$ cat src/rtl/rsched_pkg.sv
package rsched_pkg;
    typedef enum logic [2:0] {
        ST_IDLE   = 3'd0,
        ST_LEAD   = 3'd1,
        ST_STROBE = 3'd2,
        ST_PRECH  = 3'd3,
        ST_SRHOLD = 3'd4,
        ST_SRON   = 3'd5,
        ST_SREXIT = 3'd6
    } seq_state_e;

    typedef enum logic [1:0] {
        MODE_NORMAL = 2'd0,
        MODE_ENTRY  = 2'd1,
        MODE_SELF   = 2'd2,
        MODE_LEAVE  = 2'd3
    } sr_mode_e;
endpackage

$ cat src/rtl/rsched_timer.sv
module rsched_timer #(
    parameter int INTERVAL = 781
) (
    input  logic clk,
    input  logic rst_n,
    input  logic ext_mode,
    output logic tick
);
    localparam int CW = $clog2(2 * INTERVAL + 1);

    typedef struct packed {
        logic [CW-1:0] cnt;
    } tmr_t;

    tmr_t r_d, r_q;
    logic [CW-1:0] limit;

    always_comb begin
        r_d   = r_q;
        limit = ext_mode ? CW'(2 * INTERVAL - 1) : CW'(INTERVAL - 1);
        tick  = (r_q.cnt >= limit);
        if (tick) r_d.cnt = '0;
        else      r_d.cnt = r_q.cnt + 1'b1;
    end

    always_ff @(posedge clk or negedge rst_n) begin
        if (!rst_n) r_q <= '0;
        else        r_q <= r_d;
    end
endmodule

$ cat src/rtl/rsched_owed.sv
module rsched_owed #(
    parameter int OWED_MAX = 8,
    localparam int OW = $clog2(OWED_MAX + 1)
) (
    input  logic          clk,
    input  logic          rst_n,
    input  logic          tick,
    input  logic          tick_en,
    input  logic          done,
    input  logic          clear,
    output logic [OW-1:0] owed,
    output logic          pending,
    output logic          ovf
);
    typedef struct packed {
        logic [OW-1:0] owed;
        logic          ovf;
    } owed_t;

    owed_t r_d, r_q;
    logic [OW:0] sum;

    always_comb begin
        r_d = r_q;
        sum = {1'b0, r_q.owed} + {{OW{1'b0}}, (tick & tick_en)};
        if (done && sum != '0) sum = sum - 1'b1;
        if (sum > (OW+1)'(OWED_MAX)) begin
            sum     = (OW+1)'(OWED_MAX);
            r_d.ovf = 1'b1;
        end
        r_d.owed = clear ? '0 : sum[OW-1:0];
    end

    always_ff @(posedge clk or negedge rst_n) begin
        if (!rst_n) r_q <= '0;
        else        r_q <= r_d;
    end

    assign owed    = r_q.owed;
    assign pending = (r_q.owed != '0);
    assign ovf     = r_q.ovf;

    assert_owed_bound_R5: assert property (@(posedge clk) disable iff (!rst_n)
        r_q.owed <= OW'(OWED_MAX));
    assert_ovf_sticky_R6: assert property (@(posedge clk) disable iff (!rst_n)
        r_q.ovf |=> r_q.ovf);
endmodule

$ cat src/rtl/rsched_fsm.sv
module rsched_fsm
    import rsched_pkg::*;
#(
    parameter int CAS_LEAD  = 1,
    parameter int RAS_LOW   = 4,
    parameter int PRECHARGE = 3,
    parameter int SELF_HOLD = 5000,
    parameter int SELF_EXIT = 6,
    parameter int BURST_LEN = 4096
) (
    input  logic       clk,
    input  logic       rst_n,
    input  logic       pending,
    input  logic       sr_enter_req,
    input  logic       sr_exit_req,
    input  logic       grant,
    input  logic       burst_after_exit,
    output logic       req,
    output logic       ras_n,
    output logic       cas_n,
    output sr_mode_e   mode,
    output logic       cbr_done,
    output logic       sr_clear,
    output logic       in_self
);
    localparam int M1   = (CAS_LEAD > RAS_LOW) ? CAS_LEAD : RAS_LOW;
    localparam int M2   = (PRECHARGE > M1) ? PRECHARGE : M1;
    localparam int M3   = (SELF_HOLD > M2) ? SELF_HOLD : M2;
    localparam int MAXL = (SELF_EXIT > M3) ? SELF_EXIT : M3;
    localparam int TW   = $clog2(MAXL + 1);
    localparam int BW   = $clog2(BURST_LEN + 1);

    typedef struct packed {
        seq_state_e    st;
        logic [TW-1:0] tmr;
        logic [BW-1:0] burst;
        logic          srf;
    } fsm_t;

    fsm_t r_d, r_q;
    logic [TW-1:0] tmr_inc;

    always_comb begin
        r_d      = r_q;
        cbr_done = 1'b0;
        sr_clear = 1'b0;
        tmr_inc  = r_q.tmr + 1'b1;
        r_d.tmr  = tmr_inc;
        unique case (r_q.st)
            ST_IDLE: begin
                r_d.tmr = '0;
                if (grant && (sr_enter_req || pending)) begin
                    r_d.st  = ST_LEAD;
                    r_d.srf = sr_enter_req;
                end
            end
            ST_LEAD: begin
                if (r_q.tmr == TW'(CAS_LEAD - 1)) begin
                    r_d.tmr = '0;
                    if (r_q.srf) begin
                        r_d.st   = ST_SRHOLD;
                        sr_clear = 1'b1;
                    end else begin
                        r_d.st = ST_STROBE;
                    end
                end
            end
            ST_STROBE: begin
                if (r_q.tmr == TW'(RAS_LOW - 1)) begin
                    r_d.tmr = '0;
                    r_d.st  = ST_PRECH;
                end
            end
            ST_PRECH: begin
                if (r_q.tmr == TW'(PRECHARGE - 1)) begin
                    r_d.tmr  = '0;
                    cbr_done = 1'b1;
                    if (r_q.burst > BW'(1)) begin
                        r_d.burst = r_q.burst - 1'b1;
                        r_d.st    = ST_LEAD;
                    end else begin
                        r_d.burst = '0;
                        r_d.st    = ST_IDLE;
                    end
                end
            end
            ST_SRHOLD: begin
                if (r_q.tmr == TW'(SELF_HOLD - 1)) begin
                    r_d.tmr = '0;
                    r_d.st  = ST_SRON;
                end
            end
            ST_SRON: begin
                r_d.tmr = '0;
                if (sr_exit_req) r_d.st = ST_SREXIT;
            end
            ST_SREXIT: begin
                if (r_q.tmr == TW'(SELF_EXIT - 1)) begin
                    r_d.tmr = '0;
                    r_d.srf = 1'b0;
                    if (burst_after_exit && BURST_LEN > 0) begin
                        r_d.burst = BW'(BURST_LEN);
                        r_d.st    = ST_LEAD;
                    end else begin
                        r_d.st = ST_IDLE;
                    end
                end
            end
            default: r_d = '0;
        endcase
    end

    always_ff @(posedge clk or negedge rst_n) begin
        if (!rst_n) r_q <= '0;
        else        r_q <= r_d;
    end

    always_comb begin
        ras_n   = !(r_q.st inside {ST_STROBE, ST_SRHOLD, ST_SRON});
        cas_n   = !(r_q.st inside {ST_LEAD, ST_STROBE, ST_SRHOLD, ST_SRON});
        in_self = (r_q.st inside {ST_SRHOLD, ST_SRON, ST_SREXIT});
        req     = (r_q.st != ST_IDLE) || pending || sr_enter_req;
        if (r_q.st == ST_SRHOLD || (r_q.st == ST_LEAD && r_q.srf)) mode = MODE_ENTRY;
        else if (r_q.st == ST_SRON)                                 mode = MODE_SELF;
        else if (r_q.st == ST_SREXIT || r_q.burst != '0)            mode = MODE_LEAVE;
        else                                                        mode = MODE_NORMAL;
    end

    assert_cas_before_ras_R3: assert property (@(posedge clk) disable iff (!rst_n)
        $fell(ras_n) |-> (!cas_n && !$past(cas_n)));
    assert_req_while_busy_R4: assert property (@(posedge clk) disable iff (!rst_n)
        (r_q.st != ST_IDLE) |-> req);
    assert_self_strobes_low_R8: assert property (@(posedge clk) disable iff (!rst_n)
        (mode == MODE_SELF) |-> (!ras_n && !cas_n));
    assert_exit_from_self_R8: assert property (@(posedge clk) disable iff (!rst_n)
        ($past(mode) == MODE_SELF && mode != MODE_SELF) |-> (mode == MODE_LEAVE && ras_n && cas_n));
endmodule

$ cat src/rtl/refresh_sched.sv
module refresh_sched
    import rsched_pkg::*;
#(
    parameter int INTERVAL  = 781,
    parameter int CAS_LEAD  = 1,
    parameter int RAS_LOW   = 4,
    parameter int PRECHARGE = 3,
    parameter int SELF_HOLD = 5000,
    parameter int SELF_EXIT = 6,
    parameter int OWED_MAX  = 8,
    parameter int BURST_LEN = 4096
) (
    input  logic       clk,
    input  logic       rst_n,
    input  logic       ext_mode,
    input  logic       burst_after_exit,
    input  logic       sr_enter_req,
    input  logic       sr_exit_req,
    input  logic       grant,
    output logic       req,
    output logic       ras_n,
    output logic       cas_n,
    output logic [1:0] mode,
    output logic       owed_ovf
);
    localparam int OW = $clog2(OWED_MAX + 1);

    logic          tick, pending, cbr_done, sr_clear, in_self;
    logic [OW-1:0] owed;
    sr_mode_e      mode_e;

    rsched_timer #(.INTERVAL(INTERVAL)) u_timer (
        .clk(clk), .rst_n(rst_n), .ext_mode(ext_mode), .tick(tick)
    );

    rsched_owed #(.OWED_MAX(OWED_MAX)) u_owed (
        .clk(clk), .rst_n(rst_n), .tick(tick), .tick_en(!in_self),
        .done(cbr_done), .clear(sr_clear), .owed(owed),
        .pending(pending), .ovf(owed_ovf)
    );

    rsched_fsm #(
        .CAS_LEAD(CAS_LEAD), .RAS_LOW(RAS_LOW), .PRECHARGE(PRECHARGE),
        .SELF_HOLD(SELF_HOLD), .SELF_EXIT(SELF_EXIT), .BURST_LEN(BURST_LEN)
    ) u_fsm (
        .clk(clk), .rst_n(rst_n), .pending(pending),
        .sr_enter_req(sr_enter_req), .sr_exit_req(sr_exit_req),
        .grant(grant), .burst_after_exit(burst_after_exit),
        .req(req), .ras_n(ras_n), .cas_n(cas_n), .mode(mode_e),
        .cbr_done(cbr_done), .sr_clear(sr_clear), .in_self(in_self)
    );

    assign mode = mode_e;

    assert_no_owed_in_self_R8: assert property (@(posedge clk) disable iff (!rst_n)
        in_self |-> (owed == '0));
endmodule

$ cat config.mk
export PLATFORM = sky130hd
export DESIGN_NAME = refresh_sched
export DESIGN_NICKNAME = d
export VERILOG_FILES = /design/src/rtl/rsched_pkg.sv /design/src/rtl/rsched_timer.sv /design/src/rtl/rsched_owed.sv /design/src/rtl/rsched_fsm.sv /design/src/rtl/refresh_sched.sv
export SDC_FILE = /design/constraint.sdc
export NUM_CORES = 1
export LEC_CHECK = 0
export BUFFER_PORTS_ARGS = -buffer_cell sky130_fd_sc_hd__buf_4
export CORE_MARGIN = 10
export CORE_UTILIZATION = 47
export CTS_BUF_LIST = sky130_fd_sc_hd__clkbuf_4 sky130_fd_sc_hd__clkbuf_8
export CTS_CLUSTER_DIAMETER = 30
export DETAILED_ROUTE_END_ITERATION = 12
export PLACE_DENSITY = 0.72
export SYNTH_ARGS = -nofsm -noshare
export SYNTH_HDL_FRONTEND = slang
export SYNTH_SLANG_ARGS = --single-unit
$ cat constraint.sdc
create_clock -name clk -period 4.4 [get_ports clk]
set_clock_uncertainty 0.1 [all_clocks]
set_input_delay 0.66 -clock clk [delete_from_list [all_inputs] [get_ports clk]]
set_output_delay 0.66 -clock clk [all_outputs]
set_load 0.05 [all_outputs]
==> results.md, run 1 <==
- Status: complete, no violations
- Internal power: approximately 1.1 mW
- Met2 Usage GRT: 23.1%
- Worst reg-to-reg setup slack: 400 ps
- Area Overhead vs Synth: 7.86%
- Vias in the first global route: around 2400
- Slowest stage cell on the critical path: or3b_2
- Nets@finish: approximately 360
- Slew Viols, Final: 0
- Core footprint: 6310 um^2
- FF-to-FF Start: u_timer.r_q[0]
- WL/cell: 16.0 um
- Largest family of logic cells by synthesized area: simple AND/OR/NAND/NOR gates
- CP Class: input pin to flop
- Ant. Diodes: 0
- Hold WC Path Type: input pin to async pin
- Compound-Gate Fraction of Synth Area: a little under a fifth
- EDFF count, synth: 0
- R2R Path End: u_owed.owed[2]
- Yosys warning count: 0
- Later-pin clock latency in the skew report: 290 ps
- Clk pwr share: roughly an eighth
- Placed Instances: 406
- Worst Reg-to-Reg Cells: 15
- Synth area leader: dfrtp_1
- Most common cell on crit path: ha_1
- Fmax: approximately 250 MHz
- Share of the synthesized area in the top cell type: a little under two fifths
- Critical Path RT: roughly 4500 ps
- Final setup fails: 0
- Max incr delay on CP: 430 ps
- Global-route wire length before repair: approximately 12000 um
- CTS Buffer Depth: 2
- WL final: 6610 um
- Share of layout cells above drive strength 1: 10.7%
- Root Buffer: clkbuf_8
- P_leak: ~1.4 nW
- CP Data Arrival Time: about 4100 ps
- Comb power frac: around half
- Synth Area in XOR/XNOR: under 10%
- Sw frac: around 48%
- Sequential share of power: 36.1%
- Worst slew pin tran: 850 ps
- Adder-Cell Fraction of Synth Area: under 10%
- WP buf/inv: 2
- Max VDD drop: ~0.54 mV
- Post-Syn Nets: around 350
- Postcts setup bufs: 0
- GR peak layer: met2
- CTS tree: yes
- CP Launch Type: input pin
- Post-DP HPWL: between 4000 and 5000 um
- Non-Filler Instances: ~410
- First-pass iteration count of the detailed router: 4
- Residual DRC: 0
- Final hold viol count: 0
- Fin crit share: around 92%
- Initial antenna violation count: 0
- GPL Wtd Cong: approximately 0.87
- Met1 GRT Util: 17.2%
- Simple-Gate Fraction of Synth Area: about 25%
- Crit-path leading delay family: compound AO/OA/AOI/OAI gates
- CP Cell Sequence: buf_4 > ha_1 > or3b_2 > a21oi_1 > o21ai_0 > a211oi_1 > a211oi_1 > ha_1 > ha_1 > inv_1 > ha_1 > o211ai_1 > a2111oi_0 > a211oi_1 > nor4_1
- GRT met3 Usage: under 10%
- CTS Sinks: 46
- Switch Pwr: ~1 mW
- Part of the Yosys area used for sequential elements: 38.0%
- Chip height: between 100 and 150 um
- Die Area: roughly 10000 um^2
- Setup crit start: ext_mode
- Hold_buf cts: 0
- Clock-pin slew on the worst setup and hold paths: ~80 ps
- Post_cts resized: 0
- Initial core utilization: between 40 and 50%
- Antenna-violating nets left: 0
- Max-Cap Viols: 0
- Synthesized area: 3030 um^2
- CTS buffer count: 5
- Vias per cell: between 5 and 6
- Leading post-synthesis cells by cell area: dfrtp_1 38%, ha_1 6.2%, xor2_1 4.1%
- Unrepaired setup endpoints after global routing: no
- Tot Pwr: roughly 2.1 mW
- Grt total ovfl: 0
- WP depth: 15
- Gate Count Post-Synth: ~330
- Vias: 2461
- Mux share of post-synthesis cell area: 1.36%
- H-tree depth: 2
- GRT Total Usage: approximately 14%
- Relative slew slack: between 40% and 50%
- Max FO, Critical Path: 4
- Synth async-reset ratio: 100%
- Distinct cells, synth: between 50 and 60
- Setup TNS: 0 ps
- Avg Cell Area, Syn: between 9 and 10 um^2
- Die W: 100 um
- Row count: 29
- I/O Pins: 13
- Min cycle time layout: about 4000 ps
- PortBufs: 12
- Total power per unit cell area: 652 nW/um^2
- Largest net degree at the start of global routing: 47
- First-iteration detailed-routing DRC count: about 120
- # fillers: approximately 600
- Critical Path End Type: flop
- Top FF cell, synth: dfrtp_1
- Seq cells post-synth: 46
-- sequential cells by signal, summed over array words and instances (netlist names) --
name and cells:
u_fsm.r_q 30, u_timer.r_q 11, u_owed.owed 4, u_owed.ovf 1
-- stage by stage --
step                setup slack (ps)  util [%]  hold slack, ps  area [um^2]
detailed placement               145      50.2             404         3170
floorplan                        573         -             264         3030
global placement                 239      50.2             401         3170
global route                    78.5      51.7             305         3260
CTS                              429      51.7             294         3260
finish                           374      51.7             266         3260
-- worst reg2reg max path, cell delays in order, from the launching register on --
cell       delay [ps]
dfrtp_1           420
inv_1              60
ha_1              260
or3b_2            430
a21oi_1           140
o21ai_0           130
a211oi_1          330
a211oi_1          100
ha_1              270
ha_1              320
inv_1              60
ha_1              290
o211ai_1           80
a2111oi_0         410
a211oi_1          160
nor4_1            340
-- worst max path at each step --
stage,end,slack (ps)
6_report,u_owed.owed[2],370
2_1_floorplan,u_owed.owed[2],570
4_1_cts,u_owed.owed[2],430
3_5_place_dp,u_owed.owed[2],150
3_3_place_gp,u_owed.owed[2],240
5_1_grt,u_owed.owed[0],80
-- power by group through the flow --
stage,sequential [mW],clock (mW),combinational (mW)
detailed placement,0.770,0,1.09
global placement,0.767,0,1.06
floorplan,0.687,0,0.896
CTS,0.763,0.285,1.09
global route,0.796,0.299,1.22
finish,0.767,0.275,1.09
-- cell usage after synthesis (all sizes together), types with 8 or more instances --
cell	n
nand3	18
clkbuf	10
xnor2	11
a21oi	15
o21ai	9
a211oi	17
ha	15
dfrtp	46
and3	11
nor3	8
xor2	14
inv	11
nand2	17
nor2	32
-- layout make-up --
type / instances / area, um^2 / share of cell area [%]
repair buffers: 13 / 97.6 / 2.99
flip-flops and latches: 46 / 1150 / 35.3
well taps: 77 / 96.3 / 2.95
clock buffers: 7 / 90.1 / 2.76
clock inverters: 1 / 5.00 / 0.153
inverters: 11 / 41.3 / 1.27
multi-input cells: 259 / 1780 / 54.6
-- per-layer routing --
| layer | wire length (um) | up-vias |
|---|---|---|
| li1 | - | 1218 |
| met1 | 3050 | 1193 |
| met2 | 3250 | 44 |
| met3 | 259 | 6 |
| met4 | 50 | 0 |
| met5 | 0 | - |
-- logic make-up (layout without fill, tap and decap cells) --
kind of cell,after synthesis,in the layout
compound gates,81,81
xor+xnor,25,25
fa+ha+maj,15,15
buf+inv,24,32
flops,46,46
mux,4,4
simple gates,134,134
-- cells in the final DEF (no fill, tap or decap), drive strengths merged, types with 4 or more instances in the layout --
cell,instances
a211o,5
a211oi,17
a21o,4
a21oi,15
a31oi,7
and2,6
and3,11
buf,13
clkbuf,7
dfrtp,46
ha,15
inv,11
nand2,17
nand3,18
nand4,5
nor2,32
nor2b,5
nor3,8
nor3b,5
nor4,7
o21ai,9
or3,6
xnor2,11
xor2,14
Note: power is estimated with default switching activity, not from simulation.
==> run 2, diff against run 1 <==
--- a/config.mk
+++ b/config.mk
@@ -6,12 +6,12 @@
 export NUM_CORES = 1
 export LEC_CHECK = 0
 export BUFFER_PORTS_ARGS = -buffer_cell sky130_fd_sc_hd__buf_4
-export CORE_MARGIN = 10
 export CORE_UTILIZATION = 47
 export CTS_BUF_LIST = sky130_fd_sc_hd__clkbuf_4 sky130_fd_sc_hd__clkbuf_8
 export CTS_CLUSTER_DIAMETER = 30
 export DETAILED_ROUTE_END_ITERATION = 12
-export PLACE_DENSITY = 0.72
+export PLACE_DENSITY = 0.71
 export SYNTH_ARGS = -nofsm -noshare
 export SYNTH_HDL_FRONTEND = slang
+export SYNTH_HIERARCHICAL = 1
 export SYNTH_SLANG_ARGS = --single-unit
==> run 2 against run 1 <==
Compared with the run above:
- the flow now finishes with violations (design-rule violations)
- critical path type unchanged
- first-iteration DRC count up 56%
- sequential power down 31%
- design area rose by 3.0%
- highest routed layer unchanged
- maximum frequency increased by 16%
- hold slack got worse by 2.9 ps
- setup slack better by 560 ps
==> results.md, run 2 <==
- Status: finished with violations
- Failing checks: design-rule violations
- PortBufs: 12
- Synth area leader: dfrtp_1
- Fin util: between 50% and 60%
- Unrepaired setup endpoints after global routing: no
- Residual DRC: 2
- Synth Area in XOR/XNOR: between 5 and 6%
- Chip height: approximately 84 um
- Most frequent cells in the layout: 46 x dfrtp_1, 36 x nor2_1, 26 x o21ai_0, 19 x nand3_1, 18 x inv_1
- Hold_buf cts: 0
- Area Overhead vs Synth: 6.12%
- CP Data Arrival Time: 3570 ps
- Post-synth top cells: 46 x dfrtp_1, 36 x nor2_1, 27 x o21ai_0
- CTS tree: yes
- Distinct cells, synth: between 50 and 60
- Later-pin clock latency in the skew report: ~290 ps
- Avg Cell Area, Syn: 8.66 um^2
- CP Launch Type: input pin
- CTS buffer count: 5
- Crit-path leading delay family: simple AND/OR/NAND/NOR gates
- Comb power frac: between 20% and 30%
- Flip-flop and latch area: between 1000 and 1500 um^2
- WL final: about 6500 um
- Critical Path End Type: flop
- Hold WC Path Type: input pin to async pin
- CP Class: input pin to flop
- Fin crit share: about 80%
- I/O Pins: 13
- H-tree depth: 2
- Setup TNS: 0 ps
- Top FF cell, synth: dfrtp_1
- Multi-input logic area: ~1800 um^2
- Top flop regs: u_fsm/r_q: 30 flops, u_timer/r_q: 11 flops, u_owed/owed: 4 flops
- Yosys warning count: 6
- Postcts setup bufs: 0
- Part of the Yosys area used for sequential elements: a little over a third
- Highest metal used: met4
- Switch Pwr: 0.330 mW
- Global-route wire length before repair: about 11000 um
- Die Area: around 7100 um^2
- Ant. Diodes: 0
- Sw frac: roughly a third
- GPL Wtd Cong: between 0.8 and 0.9
- Max VDD drop: 0.414 mV
- First-pass iteration count of the detailed router: 8
- Most common cell on crit path: ha_1
- Gate Count Post-Synth: ~370
- Die W: between 80 and 90 um
- Root Buffer: clkbuf_8
- CTS Buffer Depth: 2
- Initial antenna violation count: 0
- DR WL met3: 196 um
- Synthesized area: around 3200 um^2
- CTS Sinks: 46
- Most common cell after layout, fill and taps aside: dfrtp_1
- First-iteration detailed-routing DRC count: 183
- Max-Cap Viols: 0
- Vias per cell: between 6 and 7
- Largest reg by FF count: u_fsm/r_q
- EDFF count, synth: 0
- Sequential share of power: around 52%
- Core footprint: approximately 6400 um^2
- Simple-Gate Fraction of Synth Area: between 20% and 30%
- Post-Syn Nets: around 390
- # fillers: 621
- Clk pwr share: between 20% and 30%
- Row count: 29
- Max FO, Critical Path: 12
- WL/cell: about 15 um
- Compound-Gate Fraction of Synth Area: 19.4%
- Internal power: ~0.68 mW
- Post-DP HPWL: ~4600 um
- Synth async-reset ratio: between 90% and 100%
- Leading post-synthesis cells by cell area: dfrtp_1 36%, ha_1 6.3%, nor2_1 4.3%
- Mux share of post-synthesis cell area: less than 1%
- Vias: about 2700
- Critical Path RT: ~4500 ps
- Relative slew slack: between 50% and 60%
- Metal2 WL: about 3100 um
- Antenna-violating nets left: 0
- Largest family of logic cells by synthesized area: simple AND/OR/NAND/NOR gates
- Clock-pin slew on the worst setup and hold paths: ~90 ps
- Slew Viols, Final: 0
- Total power per unit cell area: around 300 nW/um^2
- Final hold viol count: 0
- WP buf/inv: 2
- Worst slew pin tran: around 700 ps
- Seq cells post-synth: 46
- Nets@finish: slightly below 400
- Initial core utilization: approximately 49%
- Post_cts resized: 0
- Final setup fails: 0
- Hold slack final: approximately 260 ps
- Fmax: approximately 290 MHz
- GRT Total Usage: 19.2%
- Share of the synthesized area in the top cell type: between 30% and 40%
- Adder-Cell Fraction of Synth Area: about 6.3%
- Max incr delay on CP: between 300 and 400 ps
- Slowest stage cell on the critical path: ha_1
- Vias in the first global route: around 2500
- Met1 WL: around 3300 um
- Cell with the most instances after synthesis: dfrtp_1
- Largest register FFs: 30
- CP Cell Sequence: buf_4 > ha_1 > nor4b_1 > o211ai_1 > buf_4 > and2_1 > and2_1 > ha_1 > ha_1 > nor3b_2 > o21ai_0 > a311o_1 > a211oi_2
- Largest net degree at the start of global routing: 47
- P_leak: roughly 1.4 nW
- Grt total ovfl: 0
- Share of layout cells above drive strength 1: roughly 10%
- Min cycle time layout: between 3000 and 4000 ps
## run 2: layout make-up
cell class,instances,area share (%)
clock inverter,2,0.372
inverter,18,2.01
sequential,46,34.2
multi-input combinational,284,54.9
timing repair buffer,14,3.13
tap,77,2.87
clock buffer,6,2.46
## run 2: kinds of logic after synthesis
kind of cell | count (synthesis)
and+or+nand+nor | 149
AOI/OAI and AO/OA | 97
DFF | 46
buffers and inverters | 36
xor gates and xnor gates | 21
adders and majority gates | 16
muxes | 1
## run 2: power by group through the flow
stage,clock [mW],sequential (mW),combinational [mW]
detailed placement,0,0.536,0.213
global route,0.303,0.538,0.239
global placement,0,0.538,0.202
CTS,0.283,0.530,0.211
finish,0.276,0.530,0.207
floorplan,0,0.521,0.157
## run 2: worst register-to-register path, stage by stage, from the launching register on
cell	delay, ps
dfrtp_1	430
inv_1	60
ha_1	270
nor4b_1	300
o211ai_1	120
buf_4	190
and2_1	140
and2_1	160
ha_1	180
ha_1	380
nor3b_2	320
o21ai_0	120
a311o_1	360
a211oi_2	230
## run 2: layer usage
layer  track usage, %  up-vias
met4             4.39        0
met2             31.7       50
met1             26.5     1327
met5                0        -
met3             3.17        2
li1                 -     1341
## run 2: per-stage QoR
| stage | setup WS, ps | total power [mW] | instance area [um^2] | cells |
|---|---|---|---|---|
| finish | 934 | 1.01 | 3360 | 447 |
| global route | 657 | 1.08 | 3360 | 447 |
| CTS | 926 | 1.02 | 3360 | 447 |
| detailed placement | 626 | 0.749 | 3270 | 439 |
| global placement | 755 | 0.740 | 3270 | 439 |
| floorplan | 1190 | 0.678 | 3170 | 366 |
## run 2: final timing paths
kind                                     start         endpoint  slack [ps]  cells after the start
worst max-delay path                  ext_mode   u_owed/owed[2]         930                     13
worst min-delay path                     rst_n  u_timer/r_q[10]         260                      1
worst max register to register  u_timer/r_q[0]   u_owed/owed[2]         970                     13
worst min register to register      u_owed/ovf       u_owed/ovf         380                      1
max in group asynchronous                rst_n   u_owed/owed[2]        3530                      1
min in group clk                    u_owed/ovf       u_owed/ovf         380                      1
==> run 3, diff against run 2 <==
--- a/config.mk
+++ b/config.mk
@@ -5,12 +5,13 @@
 export SDC_FILE = /design/constraint.sdc
 export NUM_CORES = 1
 export LEC_CHECK = 0
+export ABC_AREA = 1
 export BUFFER_PORTS_ARGS = -buffer_cell sky130_fd_sc_hd__buf_4
 export CORE_UTILIZATION = 47
 export CTS_BUF_LIST = sky130_fd_sc_hd__clkbuf_4 sky130_fd_sc_hd__clkbuf_8
 export CTS_CLUSTER_DIAMETER = 30
 export DETAILED_ROUTE_END_ITERATION = 12
-export PLACE_DENSITY = 0.71
+export PLACE_DENSITY = 0.74
 export SYNTH_ARGS = -nofsm -noshare
 export SYNTH_HDL_FRONTEND = slang
 export SYNTH_HIERARCHICAL = 1
==> constraint.sdc (replaced) <==
create_clock -name clk -period 2.8 [get_ports clk]
set_clock_uncertainty 0.1 [all_clocks]
set_input_delay 0.42 -clock clk [delete_from_list [all_inputs] [get_ports clk]]
set_output_delay 0.42 -clock clk [all_outputs]
set_load 0.05 [all_outputs]
==> run 3 against run 2 <==
Compared with the run above:
- the run ends with negative setup slack left
- flip-flop and latch count unchanged
- area after synthesis increased by 13%
- non-clock buffer count increased by 14
- largest power group is now combinational logic
- highest routed layer unchanged
==> results.md, run 3 <==
- Worst Reg-to-Reg Cells: 22
- Synth area leader: dfrtp_1
- Nets@finish: approximately 570
- GRT Total Usage: roughly a fifth
- Setup TNS: -21.2 ps
- Final setup fails: 2
- Placed Instances: roughly 630
- WP buf/inv: 3
- Unrepaired setup endpoints after global routing: yes
- GPL Wtd Cong: roughly 0.9
- Leading post-synthesis cells by cell area: dfrtp_1 32%, nand2_1 15%, nor2_1 7.6%
- Die Area: ~7900 um^2
- Max VDD drop: ~1.2 mV
- FF-to-FF Start: u_timer/r_q[8]
- Seq cells post-synth: 46
- Top FF cell, synth: dfrtp_1
- CP Launch Type: flop
- Gate Count Post-Synth: roughly 520
- Vias: 3230
- Die W: between 80 and 90 um
- Slowest stage cell on the critical path: dfrtp_1
- I/O Pins: 13
- CTS Sinks: 46
- Crit-path leading delay family: simple AND/OR/NAND/NOR gates
- Failing checks: negative setup slack
- Initial antenna violation count: 0
- Most common cell after layout, fill and taps aside: nand2_1
- Vias in the first global route: around 3200
- Root Buffer: clkbuf_8
- Critical Path RT: around 2900 ps
- Fin crit share: 101%
- Row count: 31
- Non-Filler Instances: roughly 650
- Residual DRC: 0
- Part of the Yosys area used for sequential elements: between 30% and 40%
- Vias per cell: approximately 5
- Distinct cells, synth: 33
- CP Class: flop to flop
- Dpl ws: -215 ps
- Share of the synthesized area in the top cell type: roughly a third
- Post-DP HPWL: ~5700 um
- First-iteration detailed-routing DRC count: ~140
- Total power per unit cell area: around 970 nW/um^2
- Grt total ovfl: 0
- Post-Syn Nets: about 540
- Most common cell on crit path: nand2_2
- Top flop regs: u_fsm/r_q: 30 flops, u_timer/r_q: 11 flops, u_owed/owed: 4 flops
- Share of layout cells above drive strength 1: 22.3%
- Largest register FFs: 30
- Core footprint: about 7300 um^2
- CTS tree: yes
- Final hold viol count: 0
- Cell with the most instances after synthesis: nand2_1
- Global-route wire length before repair: approximately 13000 um
- Worst slew pin tran: ~580 ps
- Avg Cell Area, Syn: 6.91 um^2
- Critical Path End Type: flop
- Tot Pwr: 3.94 mW
- Max-Cap Viols: 0
- Clock-pin slew on the worst setup and hold paths: roughly 100 ps
- First-pass iteration count of the detailed router: 4
- Fmax: between 300 and 400 MHz
- Status: finished with violations
- Largest net degree at the start of global routing: 47
- Antenna-violating nets left: 0
- Hold_buf cts: 0
- Later-pin clock latency in the skew report: around 310 ps
- Area Overhead vs Synth: 13.4%
- Synthesized area: ~3600 um^2
- Min cycle time layout: about 2800 ps
- Most frequent cells in the layout: 132 x nand2_1, 69 x nor2_1, 61 x inv_1, 46 x dfrtp_1, 42 x nand3_1
- Hold WC Path Type: input pin to async pin
- CTS buffer count: 5
- Largest reg by FF count: u_fsm/r_q
- CTS Buffer Depth: 2
- Max incr delay on CP: between 400 and 500 ps
- WL/cell: 11.9 um
- PortBufs: 12
- Hold slack final: 2.65 ps
- Relative slew slack: ~62%
- Initial core utilization: around half
- PnR worst setup slack: -15.0 ps
- H-tree depth: 2
- WL final: 7660 um
- P_leak: around 2.1 nW
- Slew Viols, Final: 0
- EDFF count, synth: 0
- Post-synth top cells: 141 x nand2_1, 72 x nor2_1, 64 x inv_1
- CP Data Arrival Time: 2920 ps
- Max FO, Critical Path: 5
- Worst reg-to-reg setup slack: -10 ps
- Synth async-reset ratio: between 90% and 100%
- R2R Path End: u_owed/ovf
- Ant. Diodes: 0
- CP Cell Sequence: ha_4 > inv_2 > nor2_2 > nand2_2 > nor2_1 > nand2_1 > nand2_2 > nand2_2 > inv_2 > buf_4 > ha_2 > nand3_1 > nand2_1 > nand2_2 > nand3_4 > nand2_4 > nand2_2 > nand2_2 > nor2_2 > nand2_2 > nand2_1 > nand2_1
- Chip height: between 80 and 90 um
- Yosys warning count: 6
==> run 3: cell types whose count changed after synthesis, sizes merged, moves of 9 or more <==
cell	change
a21oi	-12
inv	+52
nand2	+145
nand3	+29
nor2	+62
o21ai	-20
or3	-9
==> run 3: cell type report <==
type / instances / area (um^2)
inverters: 73 / 275
fillers: 736 / 3250
clock inverters: 3 / 25.0
repair buffers: 28 / 210
multi-input cells: 392 / 2190
clock buffers: 5 / 68.8
flip-flops and latches: 46 / 1150
well taps: 99 / 124
==> run 3: kinds of logic after synthesis <==
| kind of cell | Yosys count | synth area share [%] |
|---|---|---|
| compound gates | 28 | 4.39 |
| xor+xnor | 19 | 4.67 |
| fa+ha+maj | 16 | 5.62 |
| buf+inv | 78 | 9.13 |
| flops | 46 | 32.3 |
| simple gates | 329 | 43.9 |
==> run 3: what timing repair did <==
| action | 4_1_cts | 5_1_grt |
|---|---|---|
| resized for setup | 7 | 10 |
| pin swaps | 12 | 18 |
| endpoints found under the setup margin | 5 | 5 |
| buffers inserted | 4 | 2 |
==> run 3: worst max-delay path by stage <==
stage | start | to | slack [ps] | cells after the start
6_report | u_timer/r_q[8] | u_owed/ovf | -10 | 22
5_1_grt | u_timer/r_q[8] | u_owed/ovf | -230 | 22
4_1_cts | u_timer/r_q[8] | u_owed/owed[0] | -30 | 20
3_5_place_dp | ext_mode | u_owed/owed[2] | -220 | 21
3_3_place_gp | ext_mode | u_owed/ovf | -150 | 22
2_1_floorplan | u_timer/r_q[8] | u_owed/ovf | -20 | 21
==> run 3: per-stage QoR <==
step,cell area [um^2],util (%)
final,4040,55.4
after global routing,4040,55.4
after CTS,4000,54.8
after detailed placement,3850,52.8
after global placement,3850,52.8
after floorplan,3610,-
==> run 3: where the power goes <==
part | internal (mW) | total (mW) | switching, mW
combinational | 0.834 | 2.60 | 1.76
sequential | 0.785 | 0.908 | 0.123
clock | 0.181 | 0.435 | 0.255
total | 1.80 | 3.94 | 2.14
==> run 3: routing by layer <==
layer	wire [um]	track usage (%)	vias up	part of all wire [%]
met5	0	0	-	0
met4	83	5.48	0	1.1
met3	240	3.05	8	3.1
met2	3820	38.2	45	50
met1	3510	26.8	1515	46
li1	-	-	1662	-
==> run 3: worst reg2reg max path, stage by stage, from the launching register on <==
cell	delay (ps)
dfrtp_1	430
ha_4	290
inv_2	30
nor2_2	100
nand2_2	70
nor2_1	90
nand2_1	70
nand2_2	90
nand2_2	60
inv_2	70
buf_4	100
ha_2	200
nand3_1	90
nand2_1	100
nand2_2	120
nand3_4	150
nand2_4	90
nand2_2	80
nand2_2	70
nor2_2	110
nand2_2	90
nand2_1	80
nand2_1	40
